==> config.mk <==
export PLATFORM = sky130hd
export DESIGN_NAME = actpwm_gen
export DESIGN_NICKNAME = d
export VERILOG_FILES = /design/src/rtl/actpwm_pkg.sv /design/src/rtl/actpwm_counter.sv /design/src/rtl/actpwm_shadow.sv /design/src/rtl/actpwm_out.sv /design/src/rtl/actpwm_gen.sv
export SDC_FILE = /design/constraint.sdc
export NUM_CORES = 1
export LEC_CHECK = 0
export BUFFER_PORTS_ARGS = -buffer_cell sky130_fd_sc_hd__buf_4
export CAP_MARGIN = 10
export CORE_MARGIN = 2
export CORE_UTILIZATION = 25
export DETAILED_ROUTE_END_ITERATION = 10
export HOLD_SLACK_MARGIN = 0.03
export PLACE_DENSITY_LB_ADDON = 0.15
export SYNTH_ARGS = -nofsm -noshare
export SYNTH_HDL_FRONTEND = slang
export SYNTH_SLANG_ARGS = --single-unit
==> constraint.sdc <==
create_clock -name clk -period 11.8 [get_ports clk]
set_input_delay 1.18 -clock clk [delete_from_list [all_inputs] [get_ports clk]]
set_output_delay 1.18 -clock clk [all_outputs]
set_load 0.1 [all_outputs]
==> src/rtl/actpwm_pkg.sv <==
package actpwm_pkg;

    localparam int EVN = 6;          // number of counter events
    localparam int AWW = 2 * EVN;    // action word width

    localparam int EV_ZERO = 0;
    localparam int EV_LOAD = 1;
    localparam int EV_AU   = 2;
    localparam int EV_AD   = 3;
    localparam int EV_BU   = 4;
    localparam int EV_BD   = 5;

    typedef enum logic [1:0] {
        ACT_KEEP = 2'b00,
        ACT_FLIP = 2'b01,
        ACT_LOW  = 2'b10,
        ACT_HIGH = 2'b11
    } act_e;

    typedef enum logic [1:0] {
        UPD_NOW   = 2'b00,
        UPD_NOW1  = 2'b01,
        UPD_LOCAL = 2'b10,
        UPD_GLOB  = 2'b11
    } upd_e;

    // priority position p (0 = lowest) to event index
    function automatic int rank_to_event(input int p);
        return (p < 4) ? p + 2 : 5 - p;
    endfunction

    // winning action among the active events
    function automatic act_e pick_action(input logic [EVN-1:0] ev,
                                         input logic [AWW-1:0] word);
        act_e res;
        res = ACT_KEEP;
        for (int p = 0; p < EVN; p++) begin
            if (ev[rank_to_event(p)] && word[2*rank_to_event(p) +: 2] != 2'b00)
                res = act_e'(word[2*rank_to_event(p) +: 2]);
        end
        return res;
    endfunction

    function automatic logic apply_action(input logic cur, input act_e a);
        case (a)
            ACT_FLIP: return ~cur;
            ACT_LOW:  return 1'b0;
            ACT_HIGH: return 1'b1;
            default:  return cur;
        endcase
    endfunction

    function automatic logic is_deferred(input upd_e m);
        return (m == UPD_LOCAL) || (m == UPD_GLOB);
    endfunction

endpackage

==> src/rtl/actpwm_counter.sv <==
module actpwm_counter #(
    parameter int CW = 16
) (
    input  logic          clk,
    input  logic          rst,
    input  logic          en,
    input  logic          updown,
    input  logic          sync_clr,
    input  logic [CW-1:0] period,
    output logic [CW-1:0] cnt,
    output logic          dir_up
);
    localparam logic [CW-1:0] ONE  = CW'(1);
    localparam logic [CW-1:0] ZERO = '0;

    always_ff @(posedge clk) begin
        if (rst || !en || sync_clr) begin
            cnt    <= ZERO;
            dir_up <= 1'b1;
        end else if (!updown) begin
            dir_up <= 1'b0;
            cnt    <= (cnt == ZERO) ? period : cnt - ONE;
        end else if (cnt == ZERO) begin
            dir_up <= 1'b1;
            cnt    <= (period == ZERO) ? ZERO : ONE;
        end else if (dir_up && cnt >= period) begin
            dir_up <= 1'b0;
            cnt    <= cnt - ONE;
        end else if (dir_up) begin
            cnt <= cnt + ONE;
        end else begin
            cnt <= cnt - ONE;
        end
    end
endmodule

==> src/rtl/actpwm_shadow.sv <==
module actpwm_shadow
    import actpwm_pkg::*;
#(
    parameter int W = 16
) (
    input  logic         clk,
    input  logic         rst,
    input  logic         wr,
    input  logic [W-1:0] wdata,
    input  upd_e         mode,
    input  logic         zero_tick,
    input  logic         gl_arm,
    output logic [W-1:0] val
);
    logic [W-1:0] cur_q, pdata_q;
    logic         pend_q, pglob_q, commit;

    // pending value comes into force in the zero cycle itself
    assign commit = zero_tick && pend_q && (!pglob_q || gl_arm);
    assign val    = commit ? pdata_q : cur_q;

    always_ff @(posedge clk) begin
        if (rst) begin
            cur_q   <= '0;
            pdata_q <= '0;
            pend_q  <= 1'b0;
            pglob_q <= 1'b0;
        end else begin
            if (commit) cur_q <= pdata_q;
            if (wr && !is_deferred(mode)) begin
                cur_q  <= wdata;
                pend_q <= 1'b0;
            end else if (wr) begin
                pdata_q <= wdata;
                pend_q  <= 1'b1;
                pglob_q <= (mode == UPD_GLOB);
            end else if (commit) begin
                pend_q <= 1'b0;
            end
        end
    end
endmodule

==> src/rtl/actpwm_out.sv <==
module actpwm_out
    import actpwm_pkg::*;
(
    input  logic           clk,
    input  logic           rst,
    input  logic           en,
    input  logic [EVN-1:0] ev,
    input  logic [AWW-1:0] word,
    output logic           pwm
);
    always_ff @(posedge clk) begin
        if (rst || !en) pwm <= 1'b0;
        else            pwm <= apply_action(pwm, pick_action(ev, word));
    end
endmodule

==> src/rtl/actpwm_gen.sv <==
module actpwm_gen
    import actpwm_pkg::*;
#(
    parameter int CW = 16
) (
    input  logic           clk,
    input  logic           rst,
    input  logic           en,
    input  logic           updown,
    input  logic           sync_in,
    input  logic           gupd_req,
    input  logic [CW-1:0]  load_wdata,
    input  logic           load_wr,
    input  logic           load_sync,
    input  logic [CW-1:0]  cmpa_wdata,
    input  logic           cmpa_wr,
    input  logic           cmpa_sync,
    input  logic [CW-1:0]  cmpb_wdata,
    input  logic           cmpb_wr,
    input  logic           cmpb_sync,
    input  logic [AWW-1:0] acta_wdata,
    input  logic           acta_wr,
    input  logic [1:0]     acta_upd,
    input  logic [AWW-1:0] actb_wdata,
    input  logic           actb_wr,
    input  logic [1:0]     actb_upd,
    input  logic [EVN-1:0] irq_en,
    input  logic [EVN-1:0] trig_en,
    input  logic [EVN-1:0] flag_clr,
    output logic           pwm_a,
    output logic           pwm_b,
    output logic [EVN-1:0] raw_flags,
    output logic           irq,
    output logic           trig,
    output logic [CW-1:0]  count
);
    localparam int NOUT = 2;

    logic [CW-1:0]  period_v, cmpa_v, cmpb_v;
    logic           dir_up, up_phase, zero_tick, garm_q;
    logic [EVN-1:0] ev;

    logic [AWW-1:0] act_wd   [NOUT];
    logic           act_wr   [NOUT];
    upd_e           act_md   [NOUT];
    logic [AWW-1:0] act_word [NOUT];
    logic           pwm_v    [NOUT];

    actpwm_counter #(.CW(CW)) u_cnt (
        .clk(clk), .rst(rst), .en(en), .updown(updown), .sync_clr(sync_in),
        .period(period_v), .cnt(count), .dir_up(dir_up)
    );

    actpwm_shadow #(.W(CW)) u_sh_load (
        .clk(clk), .rst(rst), .wr(load_wr), .wdata(load_wdata),
        .mode(load_sync ? UPD_LOCAL : UPD_NOW), .zero_tick(zero_tick),
        .gl_arm(garm_q), .val(period_v)
    );
    actpwm_shadow #(.W(CW)) u_sh_cmpa (
        .clk(clk), .rst(rst), .wr(cmpa_wr), .wdata(cmpa_wdata),
        .mode(cmpa_sync ? UPD_LOCAL : UPD_NOW), .zero_tick(zero_tick),
        .gl_arm(garm_q), .val(cmpa_v)
    );
    actpwm_shadow #(.W(CW)) u_sh_cmpb (
        .clk(clk), .rst(rst), .wr(cmpb_wr), .wdata(cmpb_wdata),
        .mode(cmpb_sync ? UPD_LOCAL : UPD_NOW), .zero_tick(zero_tick),
        .gl_arm(garm_q), .val(cmpb_v)
    );

    // counter events, all gated by the channel enable
    assign up_phase      = updown & dir_up;
    assign ev[EV_ZERO]   = en && (count == '0);
    assign ev[EV_LOAD]   = en && (count == period_v);
    assign ev[EV_AU]     = en && (count == cmpa_v) && up_phase;
    assign ev[EV_AD]     = en && (count == cmpa_v) && !up_phase;
    assign ev[EV_BU]     = en && (count == cmpb_v) && up_phase;
    assign ev[EV_BD]     = en && (count == cmpb_v) && !up_phase;
    assign zero_tick     = ev[EV_ZERO];

    assign act_wd[0] = acta_wdata;
    assign act_wd[1] = actb_wdata;
    assign act_wr[0] = acta_wr;
    assign act_wr[1] = actb_wr;
    assign act_md[0] = upd_e'(acta_upd);
    assign act_md[1] = upd_e'(actb_upd);

    for (genvar g = 0; g < NOUT; g++) begin : g_out
        actpwm_shadow #(.W(AWW)) u_sh_act (
            .clk(clk), .rst(rst), .wr(act_wr[g]), .wdata(act_wd[g]),
            .mode(act_md[g]), .zero_tick(zero_tick), .gl_arm(garm_q),
            .val(act_word[g])
        );
        actpwm_out u_out (
            .clk(clk), .rst(rst), .en(en), .ev(ev),
            .word(act_word[g]), .pwm(pwm_v[g])
        );
    end

    assign pwm_a = pwm_v[0];
    assign pwm_b = pwm_v[1];

    // global arm: set by request, consumed by the next zero
    always_ff @(posedge clk) begin
        if (rst)            garm_q <= 1'b0;
        else if (zero_tick) garm_q <= gupd_req;
        else if (gupd_req)  garm_q <= 1'b1;
    end

    always_ff @(posedge clk) begin
        if (rst) begin
            raw_flags <= '0;
            trig      <= 1'b0;
        end else begin
            raw_flags <= (raw_flags & ~flag_clr) | ev;
            trig      <= |(ev & trig_en);
        end
    end

    assign irq = |(raw_flags & irq_en);
endmodule

# Word level (Yosys, flattened, before mapping)

Cells that the tools add are included.

Multiplexer cells: 50
Add/subtract/negate cells: 2
Reductions and logical operators: 94
Bitwise logic cells: 13
Order comparisons: 1
Eq/ne operators: 20

Operators with widths:

| kind                                                | number |
|---|---|
| two-way mux 16 bit                                  | 11 |
| equality test 16 bit                                | 3 |
| two-way mux 12 bit                                  | 4 |
| logical AND 1 bit                                   | 36 |
| nonzero test 2 bit                                  | 18 |
| two-way mux 2 bit                                   | 17 |
| zero test 16 bit                                    | 2 |
| equality test 2 bit, second input constant          | 14 |
| AND 6 bit                                           | 3 |
| adder 16 x 1 -> 16 bit, second input constant       | 1 |
| >= comparator 16 bit                                | 1 |
| two-way mux 1 bit                                   | 16 |
| subtractor 16 x 1 -> 16 bit, second input constant  | 1 |
| zero test 1 bit                                     | 12 |
| logical OR 1 bit                                    | 12 |
| OR reduction 6 bit                                  | 2 |
| AND reduction 2 bit                                 | 5 |
| OR reduction 2 bit                                  | 5 |
| NOT 1 bit                                           | 7 |
| NOT 6 bit                                           | 1 |
| OR 6 bit                                            | 1 |
| case mux 1 bit (3 select lines)                     | 2 |
| nonzero test 3 bit                                  | 2 |
| equality test 2 x 1 -> 1 bit, second input constant | 2 |
| other kinds (2)                                     | 2 |

Bits of input ports: 108
Flip-flop bits (word level): 181

# Logic depth before layout (Yosys ltp)

Gate-level depths: netlist of the first run.

Word-level depth: 18
Depth in mapped cells: 23
Gate-level depth less buffers: 20

# Hierarchy

Synthesis of the first run repeated with hierarchy kept, for this count alone.

Cell total of the unflattened synthesis: 1305
Area, all modules: 10635.2 um2

Modules (own cells, without submodules):

| module                                | area an instance (um2) | cells each | instances |
|---|---|---|---|
| actpwm_shadow (u_sh_cmpa ...)         | 1712.9                 | 191        | 3 |
| actpwm_shadow (g_out[0].u_sh_act ...) | 1149.9                 | 147        | 2 |
| actpwm_counter                        | 1849.3                 | 246        | 1 |
| actpwm_gen                            | 972.2                  | 132        | 1 |
| actpwm_out                            | 187.7                  | 30         | 2 |

# Least setup slack after synthesis of the first run

No wires, ideal clock.

Path kind: register to register
Start: register u_cnt.cnt[0]
End: register u_cnt.cnt[7]
Path slack: 6335 ps
Arrival: 5351 ps
Cell stages (with the launch flop): 22
Period minus slack after synthesis: 5465 ps
Library setup time: 114 ps
Path buffers: 4
Path through: dfxtp_1 -> clkbuf_1 -> inv_1 -> ha_1 -> nor3b_1 -> nand4_1 -> nor2_1 -> nand3_1 -> clkbuf_1 -> buf_1 -> mux2i_1 -> ha_1 -> o21a_1 -> o21a_1 -> o21a_1 -> o21ai_0 -> nand2b_1 -> a21oi_1 -> o211a_1 -> clkbuf_1 -> nor3_1 -> a2111oi_0

Word-level cells in the longest chain between the ends: 10

Ends and longest elaborated chain:

| item                           | RTL line                                                     | text |
|---|---|---|
| start, declared                | actpwm_counter.sv:10                                         | `output logic [CW-1:0] cnt,` |
| start signal, assigned         | actpwm_counter.sv:22                                         | `cnt <= (cnt == ZERO) ? period : cnt - ONE;` |
| start signal, assigned         | actpwm_counter.sv:25                                         | `cnt <= (period == ZERO) ? ZERO : ONE;` |
| start signal, assigned         | actpwm_counter.sv:28                                         | `cnt <= cnt - ONE;` |
| zero test 16 bit               | actpwm_counter.sv:22, actpwm_counter.sv:23, actpwm_gen.sv:72 |  |
| logical AND 1 bit              | actpwm_gen.sv:72                                             | `assign ev[EV_ZERO] = en && (count == '0);` |
| logical AND 1 bit (2 in a row) | actpwm_shadow.sv:19                                          | `assign commit = zero_tick && pend_q && (!pglob_q \|\| gl_arm);` |
| two-way mux 16 bit             | actpwm_shadow.sv:20                                          | `assign val = commit ? pdata_q : cur_q;` |
| >= comparator 16 bit           | actpwm_counter.sv:26                                         | `end else if (dir_up && cnt >= period) begin` |
| logical AND 1 bit              | actpwm_counter.sv:26                                         |  |
| two-way mux 16 bit             | actpwm_counter.sv:26                                         |  |
| two-way mux 16 bit             | actpwm_counter.sv:23                                         | `end else if (cnt == ZERO) begin` |
| two-way mux 16 bit *           | actpwm_counter.sv:20                                         | `end else if (!updown) begin` |

Mark *: on every way between the ends. The rest lies on a longest branch, timed or not.
A chain may end at the register's enable or synchronous reset.

# Worst setup path after layout of the first run

Start: register u_cnt.cnt[0]
End: register u_cnt.cnt[4]

The elaborated chain is that of the path after synthesis.

==> results.tsv, run 1 <==
metric	value	unit
status	finished, final reports clean	
cts_tree	done	
crit_chain	inv_1 > ha_1 > nor3b_1 > nand4_1 > nor2_1 > buf_4 > nand3_1 > buf_4 > mux2i_1 > ha_1 > nor2b_1 > o21a_1 > o21a_1 > o21a_1 > o21ai_0 > nand2b_1 > a21oi_1 > o211a_1 > mux2_2 > xor2_1 > o21bai_1	
ys_seq_elements	178	
critical-path-max-stage-delay	0.66	ns
start_kind	flip-flop	
synthAdderAreaFrac	2.47	%
grt_overflow_total	0	
drtIter0Drc	651	
ys_types	74	
yosys.area.top_type_share	37.1	%
core-area	37800	µm²
rows	71	
setup_violations	0	
slew_viol_final	0	
num_vias	9074	
wl_per_cell	18.6	µm
finalSetupTns	0	ns
worst_path_max_delay_cell	dfxtp_1	
r2r-end	u_cnt.cnt[4]$_SDFF_PP0_	
fin_nets	1448	
cts_htree_levels	4	
synth_common_cells	245 x nand2_1, 178 x dfxtp_1, 130 x nor2_1	
ff2ff_path_depth	21	
grt_pass1_wl	52500	µm
grt_max_degree	85	
relSlewSlack	24.8	%
critPathArrivalTime	5.74	ns
async_flop_share	0	%
ant_nets	0	
synth_xor_area_share	4.74	%
place_congestion	0.836	
grt_setup_unrepaired	no	
yosys.area_share.simple	26.4	%
synth_compound_area_share	19.4	%
synth_top_cell_by_area	dfxtp_1	
die_w	200	µm
synth_top_flop_cell	dfxtp_1	
synth-seq-area-share	37.1	%
ir_drop	142	µV
area_delta_synth_final	21.0	%
antenna_cells	0	
track_usage	17.3	%
dp_hpwl	25000	µm
min_period_over_period	45.5	%
dieArea	40000	µm²
layout-drive-gt1-share	14.9	%
max_cap_viol_count	0	
worst_pin_slew	1.13	ns
crit_path_end_kind	flip-flop	
io_pins	134	
post_cts_resized	0	
p_per_area	214	nW/µm²
muxShareOfSynthArea	5.44	%
synth_most_common_cell	nand2_1	
finalHoldViolCount	0	
initial_core_util	25.4	%
grt_pass1_vias	8820	
syn_area_per_cell	7.75	µm²
clk_latency	0.45	ns
synth_top_family_by_area	simple AND/OR/NAND/NOR gates	
hold_start	g_out[1].u_sh_act.pdata_q[10]$_SDFFE_PP0P_	
clkSlewWorstSetupHoldPaths	0.07	ns
crit_required	12.17	ns
post_drt_via_cell_ratio	4.92	
drc	0	
synth.area.top_cells	dfxtp_1 37%, nand2_1 9.6%, a21oi_1 5.9%	
total_leakage_power	4.48	nW
fin_crit	5.37	ns
synth-edff-count	0	
synth_cells	1240	
fmax	186	MHz
reg2reg_from	u_cnt.cnt[0]$_SDFF_PP0_	
port_buffers	133	
path_class	reg2reg	
syn_area	9610	µm²
numCtsBuffers	17	
hold_depth	2	
r2r_slack	6.43	ns
yosysWarningCount	0	
drtPass1Iterations	5	
clock_skew	0.0136	ns
die_h	200	µm
min_to	g_out[1].u_sh_act.pdata_q[10]$_SDFFE_PP0P_	
clkSinkCount	178	
cp_common_cell	o21a_1	
cts_hold_buf	0	
wl	34200	µm
total_power	2.49	mW
cts_setup_buffers	0	
cts_root_buf	clkbuf_16	
hp-class	reg2reg	
clk_path_buf_depth	2	
syn_nets	1367	
antenna_found_initial	0	
path_max_fanout	23	
-- cell families (layout without fill, tap and decap cells) --
logic type                 after synthesis  count (layout)
AOI/OAI and AO/OA                      284             284
xor gates and xnor gates                52              52
adders and majority gates               19              19
buffers and inverters                  109             203
DFF                                    178             178
muxes                                   52              52
and+or+nand+nor                        546             546
-- placed cells by master (no fill, tap or decap), types with 8 or more instances in the layout --
cell       netlist  final
nand3_1         29     29
a21oi_1        114    114
dfxtp_1        178    178
a211oi_1        71     71
o21ai_0         21     21
and3_1          11     11
clkbuf_16        0     17
or3_1            9      9
o22ai_1         11     11
inv_1           28     28
nand2b_1        17     17
nand4_1         19     19
nor2_1         130    130
mux2i_1         50     50
ha_1            19     19
xnor2_1         32     32
xor2_1          20     20
nor3_1          20     20
buf_4            0    143
a311oi_1        19     19
nand2_1        245    245
o21a_1           8      8
and2_1          10     10
-- metrics by stage --
| stage | instance area [µm²] | util, % | instances | hold slack (ns) | setup WS (ns) |
|---|---|---|---|---|---|
| 2_1_floorplan | 9610 | - | 1240 | 0.432 | 6.33 |
| 3_3_place_gp | 11000 | 29.1 | 1813 | 0.445 | 6.57 |
| 3_5_place_dp | 11000 | 29.1 | 1813 | 0.449 | 6.45 |
| 4_1_cts | 11600 | 30.8 | 1845 | 0.459 | 6.37 |
| 5_1_grt | 11600 | 30.8 | 1845 | 0.475 | 6.03 |
| 6_report | 11600 | 30.8 | 1845 | 0.458 | 6.43 |
-- flip-flops by register name (all words and copies together) (netlist names) --
register	flops
u_sh_load.cur_q	16
g_out.u_sh_act.cur_q	24
u_sh_cmpb.pdata_q	16
g_out.u_sh_act.pend_q	2
u_sh_cmpa.cur_q	16
trig	1
u_cnt.cnt	16
u_sh_load.pdata_q	16
u_sh_cmpa.pdata_q	16
u_sh_cmpb.pend_q	1
raw_flags	6
u_cnt.dir_up	1
g_out.u_sh_act.pglob_q	2
u_sh_cmpb.cur_q	16
u_sh_cmpa.pend_q	1
g_out.u_sh_act.pdata_q	24
u_sh_load.pend_q	1
garm_q	1
g_out.u_out.pwm	2
-- final cells by class --
cell class / count / area, µm²
clock inverters: 13 / 174
multi-input cells: 953 / 5620
repair buffers: 143 / 1070
flip-flops and latches: 178 / 3560
well taps: 511 / 639
clock buffers: 19 / 453
inverters: 28 / 105
fillers: 4098 / 26100
-- layer usage --
layer / global-route usage (%) / wire length [µm] / vias to the layer above
li1: - / - / 4540
met1: 22.8 / 15800 / 4270
met2: 28.8 / 16000 / 234
met3: 3.36 / 1790 / 30
met4: 4.88 / 614 / 0
met5: 0 / 0 / -
-- worst max-delay path, delay by kind of cell (launching register included) --
kind	cells	cell delay (ns)
AOI/OAI and AO/OA	7	1.51
muxes	2	0.82
and+or+nand+nor	6	0.78
buffers and inverters	3	0.76
DFF	1	0.66
adders and majority gates	2	0.61
xor gates and xnor gates	1	0.14
-- report_power, final --
| group | total, mW | switching (mW) | internal [mW] |
|---|---|---|---|
| clock | 0.620 | 0.270 | 0.349 |
| sequential | 0.739 | 0.0896 | 0.649 |
| combinational | 1.13 | 0.762 | 0.366 |
| total | 2.49 | 1.12 | 1.36 |
-- how the worst max path moves through the flow --
stage | start | end | slack, ns | cells past startpoint
final | u_cnt.cnt[0]$_SDFF_PP0_ | u_cnt.cnt[4]$_SDFF_PP0_ | 6.43 | 21
after global routing | u_cnt.cnt[0]$_SDFF_PP0_ | u_cnt.cnt[4]$_SDFF_PP0_ | 6.03 | 21
after CTS | u_cnt.cnt[0]$_SDFF_PP0_ | u_cnt.cnt[4]$_SDFF_PP0_ | 6.37 | 21
after detailed placement | u_cnt.cnt[0]$_SDFF_PP0_ | u_cnt.cnt[4]$_SDFF_PP0_ | 6.45 | 21
after global placement | u_cnt.cnt[0]$_SDFF_PP0_ | u_cnt.cnt[4]$_SDFF_PP0_ | 6.57 | 21
after floorplan | u_cnt.cnt[0]$_SDFF_PP0_ | u_cnt.cnt[7]$_SDFF_PP0_ | 6.33 | 21
Power figures use the tool's default switching activity.
==> run 2: changes to the inputs <==
==> constraint.sdc (replaced) <==
create_clock -name clk -period 5.51 [get_ports clk]
set_input_delay 0.551 -clock clk [delete_from_list [all_inputs] [get_ports clk]]
set_output_delay 0.551 -clock clk [all_outputs]
set_load 0.1 [all_outputs]
==> run 2 against run 1 <==
Effect of this change:
- routed wire length increased by 3.5%
- first-iteration DRC count decreased by 14%
- critical path depth down 5
- cell area rose by 1.2%
- critical path type unchanged
- largest cell class unchanged
- highest routed layer unchanged
==> results.tsv, run 2 (same netlist as run 1, synthesis figures left out) <==
metric	value	unit	change
clk_latency	0.45	ns	about the same
nFillCells	4085		-0.32%
path_class	reg2reg		
critPathArrivalTime	5.29	ns	-0.45 ns
ir_drop	252	µV	+77%
ant_nets	0		unchanged
rows	71		unchanged
total_leakage_power	4.57	nW	+2.1%
crit_path_end_kind	flip-flop		
drc	0		unchanged
relSlewSlack	23.3	%	-1.4 points
initial_core_util	25.4	%	unchanged
grt_pass1_wl	53900	µm	+2.7%
clk_path_buf_depth	2		unchanged
finalSetupTns	0	ns	unchanged
track_usage	17.9	%	+0.60 points
route.met3.wl	1790	µm	about the same
crit_required	5.90	ns	-6.27 ns
post_drt_via_cell_ratio	4.99		+1.4%
port_buffers	133		unchanged
drt-met1-wl	16500	µm	+4.2%
die_h	200	µm	unchanged
fin_util	31.2	%	+0.36 points
grt_setup_unrepaired	no		
total_power	5.30	mW	+110%
die_w	200	µm	unchanged
cts_hold_buf	0		unchanged
clkSinkCount	178		unchanged
grt_pass1_vias	9165		+3.9%
setup_violations	0		unchanged
antenna_found_initial	0		unchanged
p_per_area	451	nW/µm²	+110%
cts_setup_buffers	0		unchanged
cts_tree	done		
cts_htree_levels	4		unchanged
dieArea	40000	µm²	unchanged
dr_wl_met2	16200	µm	+1.6%
clock_skew	0.0141	ns	+0.000449 ns
final_cell_mix	245 x nand2_1, 178 x dfxtp_1, 164 x buf_4		
place_congestion	0.864		+3.4%
finalHoldViolCount	0		unchanged
mostFrequentLayoutCell	nand2_1		
antenna_cells	0		unchanged
numCtsBuffers	17		unchanged
highest_layer	met4		
cts_root_buf	clkbuf_16		
start_kind	flip-flop		
fin_nets	1470		+1.5%
wl	35400	µm	+3.5%
drtPass1Iterations	5		unchanged
num_vias	9307		+2.6%
post_cts_resized	0		unchanged
area_delta_synth_final	22.4	%	
worst_pin_slew	1.15	ns	+0.0217 ns
fin_crit	4.91	ns	-0.468 ns
slew_viol_final	0		unchanged
hp-class	in2reg		
min_period_over_period	89.1	%	+44 points
core-area	37800	µm²	unchanged
io_pins	134		unchanged
grt_max_degree	85		unchanged
wl_per_cell	19.0	µm	+2.3%
layout-drive-gt1-share	16.3	%	+1.4 points
status	finished, final reports clean		
path_max_fanout	13		-43%
top_regs	g_out.u_sh_act.cur_q: 24 flops, g_out.u_sh_act.pdata_q: 24 flops		
drtIter0Drc	559		-14%
fmax	204	MHz	+9.5%
grt_overflow_total	0		unchanged
clkSlewWorstSetupHoldPaths	0.08	ns	about the same
dp_hpwl	25700	µm	+2.8%
max_cap_viol_count	0		unchanged
[run 2: cell types whose count changed in the layout (fill, tap and decap cells not counted), moves of 2 or more]
cell,change
buf_4,+21
inv_6,+5
bufinv_16,-3
clkinv_4,-3
clkinv_2,-2
[run 2: per-layer routing]
metal	vias up	track usage (%)
met5	-	0
met4	0	6.50
met3	47	3.09
met2	241	29.3
met1	4442	23.7
li1	4577	-
[run 2: layout make-up]
cell class / instances / area, µm² / area share [%]
multi-input combinational: 953 / 5620 / 47.8
sequential: 178 / 3560 / 30.3
timing repair buffer: 165 / 1260 / 10.7
tap: 511 / 639 / 5.44
clock buffer: 20 / 467 / 3.97
clock inverter: 12 / 110 / 0.936
inverter: 28 / 105 / 0.894
[run 2: where the power goes]
part           switching, mW  internal [mW]  total, mW
registers             0.0687           1.39       1.46
clock network          0.604          0.634       1.24
logic                   1.78          0.828       2.60
total                   2.45           2.85       5.30
[run 2: worst max-delay path, stage by stage, from the launching register on]
cell and delay (ns):
dfxtp_1 0.32, inv_1 0.13, ha_1 0.19, nor3b_1 0.33
nand4_1 0.31, nor2_1 0.27, nand3_1 0.32, buf_4 0.32
mux2i_1 0.35, ha_1 0.32, and4_1 0.24, and4_1 0.21
a211oi_1 0.30, o211a_1 0.55, mux2_2 0.40, xor2_1 0.14
o21bai_1 0.13
[run 2: path summary, 6_finish.rpt]
check,from,to,slack (ns),depth (start not counted)
worst min-delay path,gupd_req,garm_q$_SDFFE_PP0P_,0.33,3
worst max-delay path,u_cnt.cnt[0]$_SDFF_PP0_,u_cnt.cnt[4]$_SDFF_PP0_,0.60,16
worst min register to register,u_sh_cmpa.pdata_q[3]$_SDFFE_PP0P_,u_sh_cmpa.pdata_q[3]$_SDFFE_PP0P_,0.46,2
worst max register to register,u_cnt.cnt[0]$_SDFF_PP0_,u_cnt.cnt[4]$_SDFF_PP0_,0.60,16
[run 2: metrics by stage]
| step | hold slack [ns] | instances | worst slack, ns | area (µm²) |
|---|---|---|---|---|
| floorplan | 0.432 | 1240 | 0.0449 | 9610 |
| global placement | 0.445 | 1834 | 0.903 | 11200 |
| detailed placement | 0.448 | 1834 | 0.659 | 11200 |
| CTS | 0.293 | 1866 | 0.635 | 11700 |
| global route | 0.299 | 1867 | 0.215 | 11800 |
| finish | 0.329 | 1867 | 0.603 | 11800 |
